`src/rtl/npc_pkg.sv`:
```
// Shared constants and types for the next-PC selector.
// Assumes byte addressing with 16-bit instruction words.
package npc_pkg;
    localparam int JT_W       = 3;
    localparam int STEP_PLAIN = 2;
    localparam int STEP_OFFS  = 4;

    typedef enum logic [JT_W-1:0] {
        JT_NONE   = 3'b000,
        JT_ZERO   = 3'b001,
        JT_NEG    = 3'b010,
        JT_CARRY  = 3'b011,
        JT_ALWAYS = 3'b100
    } jtype_e;

    localparam int JT_CODES = 5;
endpackage

```
`src/rtl/npc_seq_adder.sv`:
```
// Sequential successor: adds 2 or 4 bytes to the PC.
// Assumes the sum wraps modulo 2^ADDR_W (carry out dropped).
module npc_seq_adder #(
    parameter int ADDR_W = 20
) (
    input  logic [ADDR_W-1:0] pc_i,
    input  logic              has_offset_i,
    output logic [ADDR_W-1:0] seq_o
);
    import npc_pkg::*;
    localparam logic [ADDR_W-1:0] INC_PLAIN = ADDR_W'(STEP_PLAIN);
    localparam logic [ADDR_W-1:0] INC_OFFS  = ADDR_W'(STEP_OFFS);

    // Choose the step and add it with wrap.
    always_comb begin
        seq_o = pc_i + (has_offset_i ? INC_OFFS : INC_PLAIN);
    end
endmodule

```
`src/rtl/npc_jump_eval.sv`:
```
// Jump evaluation: one-hot decode of the jump-type code, each line
// qualified by its flag, ORed into a single taken signal.
// Assumes codes beyond the defined set mean "no jump".
module npc_jump_eval (
    input  logic [npc_pkg::JT_W-1:0] jtype_i,
    input  logic                     flag_c_i,
    input  logic                     flag_n_i,
    input  logic                     flag_z_i,
    output logic                     taken_o
);
    import npc_pkg::*;
    logic [JT_CODES-1:0] onehot;
    logic [JT_CODES-1:0] cond;

    // One decoder line per defined code.
    for (genvar g = 0; g < JT_CODES; g++) begin : g_dec
        assign onehot[g] = (jtype_i == JT_W'(g));
    end

    // Condition that qualifies each decoded line.
    always_comb begin
        cond            = '0;
        cond[JT_ZERO]   = flag_z_i;
        cond[JT_NEG]    = flag_n_i;
        cond[JT_CARRY]  = flag_c_i;
        cond[JT_ALWAYS] = 1'b1;
    end

    // AND each line with its flag and merge.
    always_comb begin
        taken_o = |(onehot & cond);
    end
endmodule

```
`src/rtl/npc_prio_chain.sv`:
```
// Three-level priority chain: jump over sequential, exception over
// that, return over everything.
// Assumes all selects are clean single-bit strobes.
module npc_prio_chain #(
    parameter int ADDR_W = 20
) (
    input  logic [ADDR_W-1:0] seq_i,
    input  logic              jump_i,
    input  logic [ADDR_W-1:0] jump_dest_i,
    input  logic              exc_i,
    input  logic [ADDR_W-1:0] exc_addr_i,
    input  logic              ret_i,
    input  logic [ADDR_W-1:0] ret_addr_i,
    output logic [ADDR_W-1:0] next_o
);
    localparam int LEVELS = 3;
    logic [LEVELS:0][ADDR_W-1:0] stage;
    logic [LEVELS-1:0]           sel;
    logic [LEVELS-1:0][ADDR_W-1:0] alt;

    // Level inputs, lowest priority first.
    always_comb begin
        sel = {ret_i, exc_i, jump_i};
        alt = {ret_addr_i, exc_addr_i, jump_dest_i};
    end

    assign stage[0] = seq_i;
    // Each level overrides the one below it when selected.
    for (genvar g = 0; g < LEVELS; g++) begin : g_lvl
        assign stage[g+1] = sel[g] ? alt[g] : stage[g];
    end

    assign next_o = stage[LEVELS];
endmodule

```
`src/rtl/npc_selector.sv`:
```
// Next-PC selector top: sequential adder, jump evaluation, priority
// chain and the PC register (synchronous active-low reset, stall hold).
// Assumes start_addr_i is valid whenever rst_n is low.
module npc_selector #(
    parameter int ADDR_W = 20
) (
    input  logic              clk,
    input  logic              rst_n,
    input  logic              stall_i,
    input  logic [ADDR_W-1:0] start_addr_i,
    input  logic              has_offset_i,
    input  logic [2:0]        jump_type_i,
    input  logic              flag_c_i,
    input  logic              flag_n_i,
    input  logic              flag_z_i,
    input  logic [ADDR_W-1:0] jump_dest_i,
    input  logic              exc_i,
    input  logic [ADDR_W-1:0] exc_addr_i,
    input  logic              ret_i,
    input  logic [ADDR_W-1:0] ret_addr_i,
    output logic [ADDR_W-1:0] pc_o,
    output logic [ADDR_W-1:0] next_pc_o,
    output logic              jump_taken_o
);
    logic [ADDR_W-1:0] pc_q;
    logic [ADDR_W-1:0] seq_pc;
    logic              taken;
    logic [ADDR_W-1:0] next_pc;

    npc_seq_adder #(.ADDR_W(ADDR_W)) u_seq (
        .pc_i        (pc_q),
        .has_offset_i(has_offset_i),
        .seq_o       (seq_pc)
    );

    npc_jump_eval u_jmp (
        .jtype_i (jump_type_i),
        .flag_c_i(flag_c_i),
        .flag_n_i(flag_n_i),
        .flag_z_i(flag_z_i),
        .taken_o (taken)
    );

    npc_prio_chain #(.ADDR_W(ADDR_W)) u_chain (
        .seq_i      (seq_pc),
        .jump_i     (taken),
        .jump_dest_i(jump_dest_i),
        .exc_i      (exc_i),
        .exc_addr_i (exc_addr_i),
        .ret_i      (ret_i),
        .ret_addr_i (ret_addr_i),
        .next_o     (next_pc)
    );

    // PC register: reset to start address, else advance unless stalled.
    always_ff @(posedge clk) begin
        if (!rst_n)        pc_q <= start_addr_i;
        else if (!stall_i) pc_q <= next_pc;
    end

    assign pc_o         = pc_q;
    assign next_pc_o    = next_pc;
    assign jump_taken_o = taken;

    AST_RESET_LOAD: assert property (@(posedge clk) !rst_n |=> pc_q == $past(start_addr_i));
    AST_STALL_HOLD: assert property (@(posedge clk) disable iff (!rst_n) stall_i |=> $stable(pc_q));
    AST_ADVANCE: assert property (@(posedge clk) disable iff (!rst_n) !stall_i |=> pc_q == $past(next_pc));
    AST_UNCOND_TAKEN: assert property (@(posedge clk) disable iff (!rst_n) jump_type_i == 3'b100 |-> taken);
    AST_UNUSED_CODE: assert property (@(posedge clk) disable iff (!rst_n) (jump_type_i == 3'b000 || jump_type_i[2:0] > 3'b100) |-> !taken);
    AST_EXC_OVER: assert property (@(posedge clk) disable iff (!rst_n) (exc_i && !ret_i) |-> next_pc == exc_addr_i);
    AST_RET_OVER: assert property (@(posedge clk) disable iff (!rst_n) ret_i |-> next_pc == ret_addr_i);
endmodule

```
`config.mk`:
```
export PLATFORM = sky130hd
export DESIGN_NAME = npc_selector
export DESIGN_NICKNAME = d
export VERILOG_FILES = /design/src/rtl/npc_pkg.sv /design/src/rtl/npc_seq_adder.sv /design/src/rtl/npc_jump_eval.sv /design/src/rtl/npc_prio_chain.sv /design/src/rtl/npc_selector.sv
export SDC_FILE = /design/constraint.sdc
export NUM_CORES = 1
export LEC_CHECK = 0
export ABC_AREA = 1
export BUFFER_PORTS_ARGS = -buffer_cell sky130_fd_sc_hd__buf_2
export CAP_MARGIN = 40
export CORE_ASPECT_RATIO = 2
export CORE_UTILIZATION = 48
export DETAILED_ROUTE_END_ITERATION = 10
export GPL_ROUTABILITY_DRIVEN = 0
export GPL_TIMING_DRIVEN = 0
export PLACE_DENSITY = 0.85
export SLEW_MARGIN = 25
export SYNTH_ARGS = -nofsm -noshare
export SYNTH_HDL_FRONTEND = slang
export SYNTH_SLANG_ARGS = --single-unit
```
`constraint.sdc`:
```
create_clock -name clk -period 3.2 [get_ports clk]
set_input_delay 0.64 -clock clk [delete_from_list [all_inputs] [get_ports clk]]
set_output_delay 0.64 -clock clk [all_outputs]
set_load 0.05 [all_outputs]
```
* After elaboration in Yosys (flattened, before gate mapping) *
Index checks and enable logic that the tools add are counted.
Widths: inputs -> output; s select.

word-level totals
  register bits after elaboration = 20
  word-level logic and storage cells = 16
  output and inout port bits = 41
  bits of input ports = 92

cells by class
  muxes and demuxes = 6
  reductions and logical operators = 2
  add/sub/neg operators = 1
  equal/unequal tests = 5
  bitwise logic cells = 1

operators by type and width
  operator            count
  $mux 20             5
  $add 20x20->20      1
  $eq 3x2->1 const B  2
  $and 5x5->5         1
  $reduce_or 5->1     1
  $eq 3x1->1 const B  1
  $eq 3x3->1 const B  1
  $logic_not 3->1     1
  $mux 3              1
  $ne 2x2->1 const B  1

* Depth between registers and ports, before layout *
  depth after elaboration = 8
  mapped depth = 13
  gate-level depth less buffers = 13

* By module *
A second synthesis with hierarchy kept.

unflattened totals
  cell total of the unflattened synthesis = 366
  area total of the unflattened synthesis = 2244.7 um^2

by module, submodules not included
  module          seq. area each (um^2)  instances  cells an instance  area an instance (um^2)
  npc_selector    600.6                  1          86                 870.8
  npc_prio_chain  0.0                    1          174                813.3
  npc_seq_adder   0.0                    1          91                 503.0
  npc_jump_eval   0.0                    1          15                 57.6

* Worst setup path before layout *
No wires, ideal clock.

  path type = register to output
  from = register pc_q[1] (netlist: pc_o[1])
  to = output port next_pc_o[13]
  required time = 2560 ps
  buffers on the path = 0
  stages on the path, launching flop included = 9
  arrival = 2918 ps
  slack = -358 ps
  cells stage by stage = edfxtp_1 -> ha_1 -> fa_1 -> nand3_2 -> nand3b_1 -> or2_1 -> nand3_1 -> nand2_1 -> a21boi_0

on the way
  longest elaborated chain between the ends = 4

RTL lines
  item                    RTL line              source
  start, declared         npc_selector.sv:25    logic [ADDR_W-1:0] pc_q;
  start signal, assigned  npc_selector.sv:57    if (!rst_n) pc_q <= start_addr_i;
  start signal, assigned  npc_selector.sv:58    else if (!stall_i) pc_q <= next_pc;
  $add 20x20->20          npc_seq_adder.sv:16   seq_o = pc_i + (has_offset_i ? INC_OFFS : INC_PLAIN);
  $mux 20 (3 in series)   npc_prio_chain.sv:30  assign stage[g+1] = sel[g] ? alt[g] : stage[g];
  end, declared           npc_selector.sv:22    output logic [ADDR_W-1:0] next_pc_o,

No other way between the ends.

* Worst setup path after layout *
  from = input port has_offset_i
  to = output port next_pc_o[13]

on the way
  longest elaborated chain between the ends = 5

RTL lines
  item                   RTL line              source
  start, declared        npc_selector.sv:11    input logic has_offset_i,
  $mux 3                 npc_seq_adder.sv:16
  $add 20x20->20         npc_seq_adder.sv:16
  $mux 20 (3 in series)  npc_prio_chain.sv:30

No other way between the ends.

==> results_dict.tcl <==
set metrics [dict create \
    preCtsSetupSlack_ns 0.0845 \
    synthDistinctLibCells 29 \
    cell_internal_pwr_mw 0.569 \
    die_ar_sq_mm 0.00491 \
    clock_tree.htree_level_count 1 \
    cp.arrival_ns 2.45 \
    die_width_microns 50.0 \
    max_cap_violations 0 \
    dp_hpwl_microns 6260 \
    fmaxAchievable_ghz 0.324 \
    worst_hold_slack_ns 0.640 \
    synth_compound_gate_area_share_pct 12.2 \
    timing.max_slew.rel_slack_pct 57.7 \
    dr.first_iter.drc_count 111 \
    yosys.area_share.simple_pct 46.5 \
    cts_root_buf "sky130_fd_sc_hd__clkbuf_8" \
    flip_flop_count_of_the_largest_register_after_layout 20 \
    crit_slowest_cell "sky130_fd_sc_hd__fa_1" \
    antenna_violations_before_repair 0 \
    synth_top_family_by_area "simple AND/OR/NAND/NOR gates" \
    syn-instance-count 371 \
    final_layout_size_suffix_gt1_share_pct 28.3 \
    route.antenna.remaining_nets 0 \
    hold_path.class "input port to flop" \
    power.total_mw 1.08 \
    finalNetCount 602 \
    rsz_0062_raised_after_global_routing "false" \
    postCtsResizedCells 0 \
    cts_tree "yes" \
    dpl.cell_count 555 \
    worst_clock_skew_ns 0.00315 \
    cellLeakagePower_nw 1.66 \
    mostFrequentLayoutCells "sky130_fd_sc_hd__nand2_1 (143), sky130_fd_sc_hd__buf_2 (129), sky130_fd_sc_hd__inv_1 (41)" \
    path_max_fanout 4 \
    grt_first_pass_wirelength_microns 12500 \
    yosysSeqAreaShare_pct 27.1 \
    core_area_sq_mm 0.00438 \
    setup_tns_ns 0 \
    drt_drc_violations_left 0 \
    period_share_pct 96.5 \
    detail_route.wirelength_microns 7880 \
    finalWorstPathRequiredPeriod_ns 3.09 \
    yosys-mux-area-fraction_pct 0 \
    drt-vias-per-instance 5.41 \
    rr_worst_depth 10 \
    comb_power_share_pct 50.9 \
    row_count 34 \
    setup_viol 0 \
    worstSetupPathType "input port to primary output" \
    fin_cells 559 \
    cell_area_after_synthesis_sq_mm 0.00222 \
    vias 3025 \
    critical_path.max_stage_delay_ns 0.27 \
    crit_required_ns 2.56 \
    timing_worst_slew_pin_value_ns 0.635 \
    globalRouteOverflowTotal 0 \
    insertedDiodeCount 0 \
    seq_power_share_pct 32.9 \
    power.share.clock_pct 16.3 \
    fin_util_pct 68.5 \
    yosys.area_share.adder_pct 2.03 \
    synth-warning-count 0 \
    cts-root-to-sink-buffers 2 \
    timing_hold_violations_final 0 \
    vdd_drop_max_mv 0.304 \
    global_route.usage.total_pct 32.9 \
    power.share.switching_pct 47.3 \
    detail_route.wl_per_cell_microns 14.1 \
    cts_buffers 3 \
    power.density_mw_per_mm2 360 \
    cts_setup_buffers 0 \
    final_common_cell "sky130_fd_sc_hd__nand2_1" \
    status "completed" \
    chipHeight_microns 98.1 \
    clock_sink_count 20 \
    clock_latency_ns 0.26 \
    synth-seq-cells 20 \
    path_cells "buf_2, inv_1, ha_1, fa_1, nand3_2, nand3b_1, or2_1, nand3_1, nand2_1, a21boi_1, clkbuf_4" \
    grt_pass1_vias 2899 \
    fin_area_sq_mm 0.00300 \
    post-route-worst-setup-slack_ns 0.110 \
    report.final.slew_viol_count 0 \
    initial_utilization_pct 50.6 \
    drtPass1Iterations 6 \
    hold_path_depth 3 \
    layout-area-overhead-vs-synth_pct 35.5 \
    grt_max_degree 21 \
    clkTransAtPathRegs_ns 0.08 \
    power.switching_mw 0.511 \
    synth_area_per_cell_sq_um 5.97 \
    post_synth_xor_area_fraction_pct 2.37 \
    io_pins 133 \
    endpoint_kind "primary output" \
    timing.critical_path.from_type "input port" \
    port_buffers 130 \
    postPlaceCellArea_sq_mm 0.00293 \
    syn_nets 466 \
    number_of_buffers_inserted_for_hold_repair_after_clock_tree_synthesis 0 \
]
final timing paths:
check	start	endpoint	slack, ns
setup / recovery	has_offset_i	next_pc_o[13]	0.11
hold / removal	start_addr_i[11]	pc_o[11]	0.64
setup reg to reg	pc_o[1]	pc_o[13]	1.06
hold reg to reg	pc_o[0]	pc_o[0]	0.82
metal layers:
layer	vias up	global-route usage [%]	part of all wire, %
li1	1475	-	-
met1	1378	31.0	34
met2	144	64.3	56
met3	28	4.67	5.8
met4	0	16.3	3.8
met5	-	0	0
critical path: cells and delay by family:
family,cells,cell delay [ns]
fa+ha+maj,2,0.46
simple gates,5,0.80
compound gates,1,0.12
buf+inv,3,0.43
synth_stat cells, drive strengths merged:
cell type | instances | share of area (%)
nand2 | 144 | 25
inv | 41 | 6.9
nand3 | 41 | 9.7
nor2 | 38 | 6.6
edfxtp | 20 | 27
a21oi | 14 | 3.2
a21boi | 13 | 4.4
o21ai | 12 | 2.9
clkbuf | 11 | 1.9
nand4 | 9 | 2.5
a31oi | 5 | 1.4
nand3b | 4 | 1.4
or2 | 4 | 1.1
xor2 | 4 | 1.6
buf | 3 | 0.96
ha | 2 | 1.1
xnor2 | 2 | 0.79
and2 | 1 | 0.28
fa | 1 | 0.90
nor3 | 1 | 0.45
o211ai | 1 | 0.34
power groups by stage:
stage | Clock, mW | Combinational [mW] | Sequential [mW]
after floorplan | 0 | 0.293 | 0.444
after global placement | 0 | 0.531 | 0.359
after detailed placement | 0 | 0.540 | 0.360
after CTS | 0.175 | 0.543 | 0.354
after global routing | 0.181 | 0.593 | 0.359
final | 0.176 | 0.550 | 0.355
final cells by class:
| class | instances | area (sq um) |
|---|---|---|
| Multi-Input combinational cell | 296 | 1400 |
| Fill cell | 446 | 1380 |
| Timing Repair Buffer | 131 | 673 |
| Sequential cell | 20 | 601 |
| Inverter | 41 | 154 |
| Tap cell | 54 | 67.6 |
| Buffer | 14 | 62.6 |
| Clock buffer | 3 | 41.3 |
cell families (layout without fill, tap and decap cells):
| group | count (synthesis) | after routing |
|---|---|---|
| flip-flops | 20 | 20 |
| AND/OR/NAND/NOR | 242 | 242 |
| adder cells (fa/ha/maj) | 3 | 3 |
| buffers and inverters | 55 | 189 |
| XOR/XNOR | 6 | 6 |
| AO/OA/AOI/OAI | 45 | 45 |
Power figures use the tool's default switching activity.
